## src/rtl/mbr_pkg.sv

```systemverilog
package mbr_pkg;

  localparam int BYTE_W  = 8;
  localparam int OFS_W   = 4;
  localparam int MAX_CNT = 4;
  localparam int ODO_BIT = 4;

  localparam logic [1:0] LAST_BANK = 2'd2;

  // operating-mode codes held in the mode register
  localparam logic [3:0] FS_CFG = 4'h2;
  localparam logic [3:0] FS_RUN = 4'h3;
  localparam logic [3:0] FS_CLR = 4'hF;

  // offsets reachable from every page
  localparam logic [3:0] OFS_BANK  = 4'hF;
  localparam logic [3:0] OFS_DIN   = 4'h1;
  // page 0
  localparam logic [3:0] OFS_DOUT   = 4'h0;
  localparam logic [3:0] OFS_EDGE   = 4'h2;
  localparam logic [3:0] OFS_COM    = 4'h5;
  localparam logic [3:0] OFS_ROUTE0 = 4'hA;
  localparam logic [3:0] OFS_IMODE  = 4'hE;
  // page 1
  localparam logic [3:0] OFS_PS_LO = 4'h1;
  localparam logic [3:0] OFS_PS_HI = 4'h2;
  localparam logic [3:0] OFS_FSEL  = 4'h4;
  localparam logic [3:0] OFS_CAP   = 4'h7;
  localparam logic [3:0] OFS_EDGE_RD = 4'h2;
  // page 2
  localparam logic [3:0] OFS_LOAD0    = 4'h6;
  localparam logic [3:0] OFS_LOAD_ODO = 4'hA;

  typedef struct packed {
    logic               bank;
    logic               fsel;
    logic               clr;
    logic               dout;
    logic               edge_sel;
    logic               com;
    logic               imode;
    logic               ps_lo;
    logic               ps_hi;
    logic [MAX_CNT-1:0] route;
    logic [MAX_CNT:0]   load;
  } wsel_t;

  // capability byte: {0, revision, odometer flag, counter count}
  function automatic logic [BYTE_W-1:0] cap_byte(input int unsigned ncnt,
                                                 input bit odo,
                                                 input logic [2:0] rev);
    logic [2:0] n3;
    n3 = 3'(ncnt);
    return {1'b0, rev, odo, n3};
  endfunction

  // page-2 readback offset of the route mask of counter i
  function automatic logic [OFS_W-1:0] route_rd_ofs(input int unsigned i);
    case (i)
      0:       return 4'h2;
      1:       return 4'h3;
      2:       return 4'h5;
      default: return 4'h6;
    endcase
  endfunction

  function automatic logic [OFS_W-1:0] ofs_plus(input logic [OFS_W-1:0] base,
                                                input int unsigned i);
    return OFS_W'(int'(base) + int'(i));
  endfunction

endpackage

```

## src/rtl/mbr_access_gate.sv

```systemverilog
module mbr_access_gate
  import mbr_pkg::*;
#(
  parameter int NUM_CNT = 4,
  parameter bit HAS_ODO = 1'b1
) (
  input  logic              wr_en,
  input  logic [OFS_W-1:0]  addr,
  input  logic [BYTE_W-1:0] wr_data,
  input  logic [1:0]        bank,
  input  logic [3:0]        fsel,
  output wsel_t             sel
);

  logic in_cfg;
  logic in_run;

  assign in_cfg = (fsel == FS_CFG);
  assign in_run = (fsel == FS_RUN);

  always_comb begin
    sel = '0;
    if (wr_en) begin
      if (addr == OFS_BANK)
        sel.bank = (wr_data <= BYTE_W'(LAST_BANK));
      case (bank)
        2'd0: begin
          if (in_run && addr == OFS_DOUT) sel.dout = 1'b1;
          if (in_cfg) begin
            sel.edge_sel = (addr == OFS_EDGE);
            sel.com      = (addr == OFS_COM);
            sel.imode    = (addr == OFS_IMODE);
            for (int i = 0; i < NUM_CNT; i++)
              sel.route[i] = (addr == ofs_plus(OFS_ROUTE0, i));
          end
        end
        2'd1: begin
          if (addr == OFS_FSEL) begin
            if (wr_data[3:0] == FS_CLR) sel.clr = 1'b1;
            else                        sel.fsel = 1'b1;
          end
          if (in_cfg) begin
            sel.ps_lo = (addr == OFS_PS_LO);
            sel.ps_hi = (addr == OFS_PS_HI);
          end
        end
        2'd2: begin
          for (int i = 0; i < NUM_CNT; i++)
            sel.load[i] = (addr == ofs_plus(OFS_LOAD0, i));
          if (HAS_ODO) sel.load[MAX_CNT] = (addr == OFS_LOAD_ODO);
        end
        default: ;
      endcase
    end
  end

endmodule

```

## src/rtl/mbr_cfg_store.sv

```systemverilog
module mbr_cfg_store
  import mbr_pkg::*;
#(
  parameter int NUM_CNT = 4,
  parameter int DOUT_W  = 4
) (
  input  logic                        clk,
  input  logic                        rst_n,
  input  wsel_t                       sel,
  input  logic [BYTE_W-1:0]           wr_data,
  output logic [1:0]                  bank_q,
  output logic [3:0]                  fsel_q,
  output logic [DOUT_W-1:0]           dout_q,
  output logic [NUM_CNT-1:0]          edge_q,
  output logic [1:0]                  com_q,
  output logic [ODO_BIT:0]            imode_q,
  output logic [15:0]                 prescale_q,
  output logic [NUM_CNT*BYTE_W-1:0]   route_flat,
  output logic [MAX_CNT:0]            load_q
);

  logic [NUM_CNT-1:0][BYTE_W-1:0] route_q;

  always_ff @(posedge clk or negedge rst_n) begin
    if (!rst_n) begin
      bank_q     <= '0;
      fsel_q     <= '0;
      dout_q     <= '0;
      edge_q     <= '0;
      com_q      <= '0;
      imode_q    <= '0;
      prescale_q <= '0;
      load_q     <= '0;
    end else if (sel.clr) begin
      bank_q     <= '0;
      fsel_q     <= '0;
      dout_q     <= '0;
      edge_q     <= '0;
      com_q      <= '0;
      imode_q    <= '0;
      prescale_q <= '0;
      load_q     <= '0;
    end else begin
      if (sel.bank)     bank_q  <= wr_data[1:0];
      if (sel.fsel)     fsel_q  <= wr_data[3:0];
      if (sel.dout)     dout_q  <= wr_data[DOUT_W-1:0];
      if (sel.edge_sel) edge_q  <= wr_data[NUM_CNT-1:0];
      if (sel.com)      com_q   <= wr_data[1:0];
      if (sel.imode)    imode_q <= wr_data[ODO_BIT:0];
      if (sel.ps_lo)    prescale_q[7:0]  <= wr_data;
      if (sel.ps_hi)    prescale_q[15:8] <= wr_data;
      load_q <= sel.load;
    end
  end

  for (genvar g = 0; g < NUM_CNT; g++) begin : g_route
    always_ff @(posedge clk or negedge rst_n) begin
      if (!rst_n)            route_q[g] <= '0;
      else if (sel.clr)      route_q[g] <= '0;
      else if (sel.route[g]) route_q[g] <= wr_data;
    end
    assign route_flat[g*BYTE_W +: BYTE_W] = route_q[g];
  end

endmodule

```

## src/rtl/mbr_read_mux.sv

```systemverilog
module mbr_read_mux
  import mbr_pkg::*;
#(
  parameter int NUM_CNT = 4,
  parameter int DIN_W   = 7
) (
  input  logic                      rd_en,
  input  logic [OFS_W-1:0]          addr,
  input  logic [1:0]                bank,
  input  logic [3:0]                fsel,
  input  logic [DIN_W-1:0]          din,
  input  logic [NUM_CNT-1:0]        edge_q,
  input  logic [NUM_CNT*BYTE_W-1:0] route_flat,
  input  logic [BYTE_W-1:0]         cap,
  output logic [BYTE_W-1:0]         rd_data
);

  logic [BYTE_W-1:0] pick;
  logic              in_cfg;

  assign in_cfg = (fsel == FS_CFG);

  always_comb begin
    pick = '0;
    if (addr == OFS_BANK) begin
      pick = BYTE_W'(bank);
    end else if (addr == OFS_DIN) begin
      pick = BYTE_W'(din);
    end else begin
      case (bank)
        2'd1: begin
          if (addr == OFS_FSEL)                pick = BYTE_W'(fsel);
          else if (in_cfg && addr == OFS_CAP)  pick = cap;
          else if (in_cfg && addr == OFS_EDGE_RD) pick = BYTE_W'(edge_q);
        end
        2'd2: begin
          for (int i = 0; i < NUM_CNT; i++)
            if (addr == route_rd_ofs(i)) pick = route_flat[i*BYTE_W +: BYTE_W];
        end
        default: ;
      endcase
    end
  end

  assign rd_data = rd_en ? pick : '0;

endmodule

```

## src/rtl/mode_bank_regs.sv

```systemverilog
module mode_bank_regs
  import mbr_pkg::*;
#(
  parameter int         NUM_CNT  = 4,
  parameter bit         HAS_ODO  = 1'b1,
  parameter logic [2:0] REVISION = 3'd2,
  parameter int         DIN_W    = 7,
  parameter int         DOUT_W   = 4
) (
  input  logic                      clk,
  input  logic                      rst_n,
  input  logic                      wr_en,
  input  logic                      rd_en,
  input  logic [3:0]                addr,
  input  logic [7:0]                wr_data,
  output logic [7:0]                rd_data,
  input  logic [DIN_W-1:0]          din,
  output logic [DOUT_W-1:0]         dout,
  output logic                      com_term,
  output logic                      com_diff,
  output logic [NUM_CNT-1:0]        cnt_en,
  output logic                      odo_en,
  output logic [NUM_CNT-1:0]        edge_rise,
  output logic [NUM_CNT*8-1:0]      route_mask,
  output logic [15:0]               prescale,
  output logic [NUM_CNT:0]          load_pulse
);

  localparam logic [BYTE_W-1:0] CAP = cap_byte(NUM_CNT, HAS_ODO, REVISION);

  wsel_t              sel;
  logic               soft_clr;
  logic [1:0]         bank_q;
  logic [3:0]         fsel_q;
  logic [1:0]         com_q;
  logic [ODO_BIT:0]   imode_q;
  logic [MAX_CNT:0]   load_q;

  assign soft_clr = sel.clr;

  mbr_access_gate #(.NUM_CNT(NUM_CNT), .HAS_ODO(HAS_ODO)) u_gate (
    .wr_en   (wr_en),
    .addr    (addr),
    .wr_data (wr_data),
    .bank    (bank_q),
    .fsel    (fsel_q),
    .sel     (sel)
  );

  mbr_cfg_store #(.NUM_CNT(NUM_CNT), .DOUT_W(DOUT_W)) u_store (
    .clk        (clk),
    .rst_n      (rst_n),
    .sel        (sel),
    .wr_data    (wr_data),
    .bank_q     (bank_q),
    .fsel_q     (fsel_q),
    .dout_q     (dout),
    .edge_q     (edge_rise),
    .com_q      (com_q),
    .imode_q    (imode_q),
    .prescale_q (prescale),
    .route_flat (route_mask),
    .load_q     (load_q)
  );

  mbr_read_mux #(.NUM_CNT(NUM_CNT), .DIN_W(DIN_W)) u_rmux (
    .rd_en      (rd_en),
    .addr       (addr),
    .bank       (bank_q),
    .fsel       (fsel_q),
    .din        (din),
    .edge_q     (edge_rise),
    .route_flat (route_mask),
    .cap        (CAP),
    .rd_data    (rd_data)
  );

  assign com_term   = com_q[0];
  assign com_diff   = com_q[1];
  assign cnt_en     = imode_q[NUM_CNT-1:0];
  assign odo_en     = imode_q[ODO_BIT] & HAS_ODO;
  assign load_pulse = {load_q[MAX_CNT], load_q[NUM_CNT-1:0]};

endmodule

```

## config.mk

```make
export PLATFORM = sky130hd
export DESIGN_NAME = mode_bank_regs
export DESIGN_NICKNAME = d
export VERILOG_FILES = /design/src/rtl/mbr_pkg.sv /design/src/rtl/mbr_access_gate.sv /design/src/rtl/mbr_cfg_store.sv /design/src/rtl/mbr_read_mux.sv /design/src/rtl/mode_bank_regs.sv
export SDC_FILE = /design/constraint.sdc
export NUM_CORES = 1
export LEC_CHECK = 0
export BUFFER_PORTS_ARGS = -buffer_cell sky130_fd_sc_hd__buf_2
export CORE_MARGIN = 2
export CORE_UTILIZATION = 49
export DETAILED_ROUTE_END_ITERATION = 16
export GPL_TIMING_DRIVEN = 0
export HOLD_SLACK_MARGIN = 0.06
export PLACE_DENSITY = 0.75
export SLEW_MARGIN = 40
export SYNTH_ARGS = -nofsm -noshare
export SYNTH_HDL_FRONTEND = slang
export SYNTH_SLANG_ARGS = --single-unit
```

## constraint.sdc

```tcl
create_clock -name clk -period 2.8 [get_ports clk]
set_clock_uncertainty 0.1 [all_clocks]
set_input_delay 0.56 -clock clk [delete_from_list [all_inputs] [get_ports clk]]
set_output_delay 0.56 -clock clk [all_outputs]
set_load 0.03 [all_outputs]
```

[Yosys cells after proc, flatten, opt, wreduce, memory -nomap -nowiden]
Cells that the tools add are included.
W data, S select, Z words.
Word-level totals
  flip-flop bits (word level): 74
  input port bits: 23
  output and inout bits: 76
  logic and storage cells: 115
Cells by class
  $lt $le $gt $ge: 1
  eq/ne operators: 23
  multiplexer cells: 61
  reduce and logical (&&, ||, !) cells: 17
Operator list (number)
  $mux W8: 19
  $mux W4: 22
  $eq A4 B4 Y1 const B: 9
  $reduce_bool A2 Y1: 12
  $mux W5: 4
  $mux W18: 1
  $eq A4 B3 Y1 const B: 4
  $eq A4 B4 Y1: 4
  $mux W16: 1
  $mux W2: 8
  $pmux W8 S2: 1
  $eq A4 B2 Y1 const B: 3
  $le A8 B2 Y1 const B: 1
  $eq A4 B1 Y1 const B: 1
  $logic_not A4 Y1: 1
  $mux W1: 4
  $logic_and A1 B1 Y1: 3
  $mux W3: 1
  $eq A2 B1 Y1 const B: 1
  $eq A2 B2 Y1 const B: 1
  $logic_not A2 Y1: 1

[Depth between registers and ports, before layout]
  depth in word-level cells: 13
  gate-level depth with buffers: 8
  depth with buffers taken out: 6

[Cells and area by module]
A second synthesis with hierarchy kept.
Second synthesis, totals
  cell total of the unflattened synthesis: 407
  area total of the unflattened synthesis: 4156.5 um^2
Modules (own cells, without submodules)
  mbr_cfg_store: times used 1, cells each 239, area each 3000.4 um^2, seq. area each 1851.8 um^2
  mbr_read_mux: times used 1, cells each 128, area each 847.1 um^2, seq. area each 0.0 um^2
  mbr_access_gate: times used 1, cells each 38, area each 301.5 um^2, seq. area each 0.0 um^2
  mode_bank_regs: times used 1, cells each 2, area each 7.5 um^2, seq. area each 0.0 um^2

[Worst setup path after synthesis]
Ideal clock, no wire load.
  path type: input to output
  from: in addr[2]
  to: out rd_data[7]
  data arrival time: 2323 ps
  required time: 2140 ps
  setup slack: -183 ps
  stages: 6
  path buffers: 2
  cell sequence: clkbuf_1 -> clkbuf_1 -> nand2b_1 -> a2bb2oi_1 -> a2bb2oi_1 -> nor4_1
Between the ends
  longest elaborated chain between the ends: 9
  elaborated cells on any way between the ends: 16
  classes of those cells: 7 x eq/ne; 9 x mux
Ends and longest elaborated chain
  from (decl): line mode_bank_regs.sv:14  | input logic [3:0] addr,
  $eq A4 B4 Y1: line mbr_read_mux.sv:38  | if (addr == route_rd_ofs(i)) pick = route_flat[i*BYTE_W +: BYTE_W];
  $mux W8 (4 in series): line mbr_read_mux.sv:38
  $pmux W8 S2: line mbr_read_mux.sv:30  | case (bank)
  $mux W8: line mbr_read_mux.sv:27  | end else if (addr == OFS_DIN) begin
  $mux W8 *: line mbr_read_mux.sv:25  | if (addr == OFS_BANK) begin
  $mux W8 *: line mbr_read_mux.sv:45  | assign rd_data = rd_en ? pick : '0;
  to (decl): line mode_bank_regs.sv:16  | output logic [7:0] rd_data,
Mark *: on every way between the ends. The rest lies on a longest branch, timed or not.

[Worst setup path in the final report]
  from: reg u_store.fsel_q[2]
  to: out rd_data[3]
Between the ends
  longest elaborated chain between the ends: 9
  elaborated cells on any way between the ends: 10
  classes of those cells: 1 x eq/ne; 7 x mux; 2 x reduce/logical
Ends and longest elaborated chain
  from (decl): line mbr_cfg_store.sv:12  | output logic [3:0] fsel_q,
  from (signal assigned): line mbr_cfg_store.sv:45  | if (sel.fsel) fsel_q <= wr_data[3:0];
  $eq A4 B2 Y1 *: line mbr_read_mux.sv:21  | assign in_cfg = (fsel == FS_CFG);
  $logic_and A1 B1 Y1: line mbr_read_mux.sv:34  | else if (in_cfg && addr == OFS_EDGE_RD) pick = BYTE_W'(edge_q);
  $mux W4: line mbr_read_mux.sv:34
  $mux W8 *: line mbr_read_mux.sv:33  | else if (in_cfg && addr == OFS_CAP) pick = cap;
  $mux W8 *: line mbr_read_mux.sv:32  | if (addr == OFS_FSEL) pick = BYTE_W'(fsel);
  $pmux W8 S2 *: line mbr_read_mux.sv:30
  $mux W8 *: line mbr_read_mux.sv:27
  $mux W8 *: line mbr_read_mux.sv:25
  $mux W8 *: line mbr_read_mux.sv:45
Marks and branches as above.

==> summary.md <==
| Metric | Value |
|---|---|
| Final setup slack of the worst path | `approximately 0.040 ns` |
| RR Startpoint | `u_store.fsel_q[2]` |
| Type of element capturing the critical path | `primary output` |
| Syn Std Cell Area | `between 3000 and 4000 um2` |
| Proportion of synthesized chip area in sequential cells | `between 40 and 50%` |
| HP Start | `wr_data[1]` |
| RSZ-0062 raised after global routing | `true` |
| Count of final setup violators | `0` |
| Worst setup path category | `reg -> out` |
| Outcome | `complete, no violations` |
| Worst setup slack for register-to-register paths | `approximately 0.23 ns` |
| Main combinational cell family by area after synthesis | `simple AND/OR/NAND/NOR gates` |
| GR Overflow Total | `0` |
| Count of max-cap constraint violations | `0` |
| Final critical path time including I/O delays and setup | `around 2.8 ns` |
| Maximum number of pins on one net before global-route repair | `49` |
| Clock Pin Slew Worst Setup and Hold Paths | `~0.09 ns` |
| Top-level port count | `approximately 100` |
| Number of buffer cells added on primary ports | `96` |
| Area overhead of the layout relative to synthesis | `27.3%` |
| Total power | `0.00205 W` |
| Unique masters post-synth | `48` |
| Worst path required time | `2.14 ns` |
| Share of layout cells above drive strength 1 | `around 36%` |
| Cell types occupying the most area after synthesis | `sky130_fd_sc_hd__dfrtp_1 (48%), sky130_fd_sc_hd__mux2i_1 (17%), sky130_fd_sc_hd__nor2_1 (5.6%)` |
| Drt total wl | `between 10000 and 15000 um` |
| Fraction of post-synthesis cell area in the top cell type by area | `a little under half` |
| Synthesized netlist cell count | `roughly 380` |
| Arithmetic-cell share of the synthesized area counting full adders, half adders and majority gates | `less than 1%` |
| Number of synthesized register bits | `74` |
| Number of nets in the finished design | `522` |
| Final Wtd Congestion | `0.886` |
| Count of routing violations after the opening detailed-route iteration | `300` |
| Yosys top cell by area | `sky130_fd_sc_hd__dfrtp_1` |
| TritonCTS buffer count | `9` |
| DRC violation count after routing | `0` |
| DIE AREA | `8630 um2` |
| R2r worst-path depth | `6` |
| Tightest Pin Transition | `0.807 ns` |
| Number of enable-type register cells in the synthesized netlist | `0` |
| Commonest cells after routing, fill and taps aside | `sky130_fd_sc_hd__buf_2 (98), sky130_fd_sc_hd__dfrtp_1 (74), sky130_fd_sc_hd__mux2i_1 (64), sky130_fd_sc_hd__nor2_1 (58), sky130_fd_sc_hd__nand2_1 (41)` |
| Core Footprint | `approximately 7700 um2` |
| Root buffer cell | `sky130_fd_sc_hd__clkbuf_8` |
| Max transition margin | `around 46%` |
| Final-report hold violation count | `0` |
| Simple-Gate Fraction of Synth Area | `22.5%` |
| CTS tree | `built` |
| Vias in the first global route | `between 3000 and 4000` |
| Die Y-Extent | `92.9 um` |
| Sequential standard cell area | `between 1500 and 2000 um2` |
| Xor-xnor portion of the synthesized cell area | `0%` |
| Post-detailed-route via-to-cell ratio | `approximately 5.6` |
| Worst endpoint data arrival time | `2.10 ns` |
| Min-Delay Endpoint | `u_store.fsel_q[1]` |
| Number of diodes added for antenna fixing | `0` |
| Kind of start point of the critical path | `flip-flop` |
| Final HPWL from detailed placement | `8130 um` |
| Cell leakage power | `2.46 nW` |
| Power density normalized to cell area | `approximately 420 nW/um2` |
| Number of stages on the worst hold path | `3` |
| Compound-Gate Fraction of Synth Area | `under 10%` |
| Share of the clock period used by the worst path after layout | `a little over nine tenths` |
| Syn nets | `between 400 and 500` |
| Clock insertion delay at the later pin of the skew report | `approximately 0.35 ns` |
| First-pass iteration count of the detailed router | `5` |
| Die outline width | `between 90 and 100 um` |
| Total Neg Setup Slack | `0 ns` |
| Async SR Flop Fraction | `100%` |
| Global-route wire length before repair | `17800 um` |
| Routed wirelength normalized by instance count | `roughly 19 um` |
| Starting utilization of the core area | `about half` |
| Worst IR Drop VDD | `approximately 0.36 mV` |
| Portion of netlist area occupied by mux cells | `between 10% and 20%` |
| Overall routing resource usage | `26.9%` |
| Most common cell after layout, fill and taps aside | `sky130_fd_sc_hd__buf_2` |
| Count of fill cells added during filler insertion | `703` |
| Worst R2R End | `u_store.route_flat[23]` |
| Hold Crit Class | `in -> reg` |
| Warnings, synthesis | `0` |
| Per-instance average area after synthesis | `a little over 10 um2` |
| Pins Over Slew Limit | `0` |
| Crit Path Max Fanout | `11` |
| Total via count in the routed design | `between 3000 and 4000` |
| Rows | `32` |
| Initial antenna violation count | `0` |
| TritonCTS Sinks | `74` |
| Routed Antenna Nets | `0` |
| Maximum count of clock buffers along a single path | `2` |
| Setup Slack @ Placement | `-0.517 ns` |
| Multi-input logic area | `about 2000 um2` |
| Level count of the clock H-tree | `3` |
| FMAX | `roughly 0.36 GHz` |
| Top FF cell, synth | `sky130_fd_sc_hd__dfrtp_1` |
==> metal layers <==
layer / routed length, um / vias to the layer above / global-route usage, %
li1: - / 1570 / -
met1: 5080 / 1649 / 37.4
met2: 5280 / 142 / 43.2
met3: 857 / 14 / 6.10
met4: 151 / 0 / 5.88
met5: 0 / - / 0
==> critical path: stages (launching register included) <==
cell and delay [ns]:
sky130_fd_sc_hd__dfrtp_1 0.40, sky130_fd_sc_hd__or4b_4 0.54, sky130_fd_sc_hd__buf_8 0.17, sky130_fd_sc_hd__a211oi_2 0.15
sky130_fd_sc_hd__o21ai_1 0.11, sky130_fd_sc_hd__a21oi_1 0.18, sky130_fd_sc_hd__buf_4 0.19
==> through the flow <==
stage               instance area, um2  util (%)  hold WS [ns]  instances
finish                            4930      64.1         0.392        603
global route                      4930      64.1         0.398        603
CTS                               4820      62.8         0.380        598
detailed placement                4550      59.2         0.343        579
global placement                  4490      58.4         0.400        577
floorplan                         3880         -         0.164        379
==> cell families (layout without fill, tap and decap cells) <==
logic type | Yosys count | in the layout
fa+ha+maj | 3 | 3
flops | 74 | 74
simple gates | 160 | 160
buf+inv | 27 | 149
mux | 65 | 65
compound gates | 50 | 50
==> repair_timing <==
item	CTS	global route
setup buffers	3	4
resized for setup	23	20
setup endpoints to repair	8	8
pin swaps	5	5
endpoints found under the hold margin	26	0
hold buffers	1	0
==> how the worst max path moves through the flow <==
stage	startpoint	to	slack, ns	cells after the start
6_report	u_store.fsel_q[2]	rd_data[3]	0.04	6
2_1_floorplan	addr[2]	rd_data[7]	-0.18	6
4_1_cts	addr[1]	rd_data[7]	0.0008	8
3_5_place_dp	addr[0]	rd_data[0]	-0.52	8
5_1_grt	u_store.fsel_q[2]	rd_data[2]	-0.01	6
3_3_place_gp	addr[2]	rd_data[1]	-0.61	6
==> Yosys cell counts (2+ instances only) <==
master                       n
sky130_fd_sc_hd__or4b_2      2
sky130_fd_sc_hd__a21oi_1    14
sky130_fd_sc_hd__a21o_1      2
sky130_fd_sc_hd__or3b_2      2
sky130_fd_sc_hd__nor3_1      9
sky130_fd_sc_hd__and3_1      3
sky130_fd_sc_hd__buf_2       7
sky130_fd_sc_hd__inv_1       3
sky130_fd_sc_hd__nor2_1     58
sky130_fd_sc_hd__or3_1       2
sky130_fd_sc_hd__nor2_2      8
sky130_fd_sc_hd__a211oi_1    2
sky130_fd_sc_hd__a32oi_1     2
sky130_fd_sc_hd__o21bai_1    2
sky130_fd_sc_hd__o22ai_1     2
sky130_fd_sc_hd__nand3b_1    2
sky130_fd_sc_hd__dfrtp_1    74
sky130_fd_sc_hd__mux2i_1    65
sky130_fd_sc_hd__o21ai_0     9
sky130_fd_sc_hd__a2bb2oi_1   2
sky130_fd_sc_hd__clkbuf_1   12
sky130_fd_sc_hd__nor3_2      2
sky130_fd_sc_hd__a31oi_1     2
sky130_fd_sc_hd__a22oi_1     4
sky130_fd_sc_hd__nor4_4      5
sky130_fd_sc_hd__o2111ai_1   2
sky130_fd_sc_hd__o2bb2ai_1   5
sky130_fd_sc_hd__nand2b_1    6
sky130_fd_sc_hd__or2_2       2
sky130_fd_sc_hd__nand2_1    42
sky130_fd_sc_hd__buf_1       3
sky130_fd_sc_hd__nor4b_1     2
sky130_fd_sc_hd__nand4_1     2
sky130_fd_sc_hd__a2bb2o_1    2
sky130_fd_sc_hd__nor4_1      3
sky130_fd_sc_hd__ha_1        3
==> flip-flops by register name, indices dropped and copies added, names as in the netlist <==
signal	cells
u_store.route_flat	32
u_store.prescale_q	16
u_store.imode_q	5
u_store.load_q	5
u_store.dout_q	4
u_store.edge_q	4
u_store.fsel_q	4
u_store.bank_q	2
u_store.com_q	2
==> cell type report <==
| cell class | count | area share, % |
|---|---|---|
| Buffer | 22 | 2.62 |
| Clock buffer | 9 | 2.51 |
| Clock inverter | 7 | 1.22 |
| Inverter | 3 | 0.229 |
| Multi-Input combinational cell | 278 | 40.6 |
| Sequential cell | 74 | 37.6 |
| Tap cell | 102 | 2.59 |
| Timing Repair Buffer | 108 | 12.6 |
==> power breakdown <==
group,internal [W],switching [W]
Combinational,0.0000511,0.000116
Clock,0.000336,0.000471
Sequential,0.00107,0.00000178
Total,0.00146,0.000589
Power figures use the tool's default switching activity.
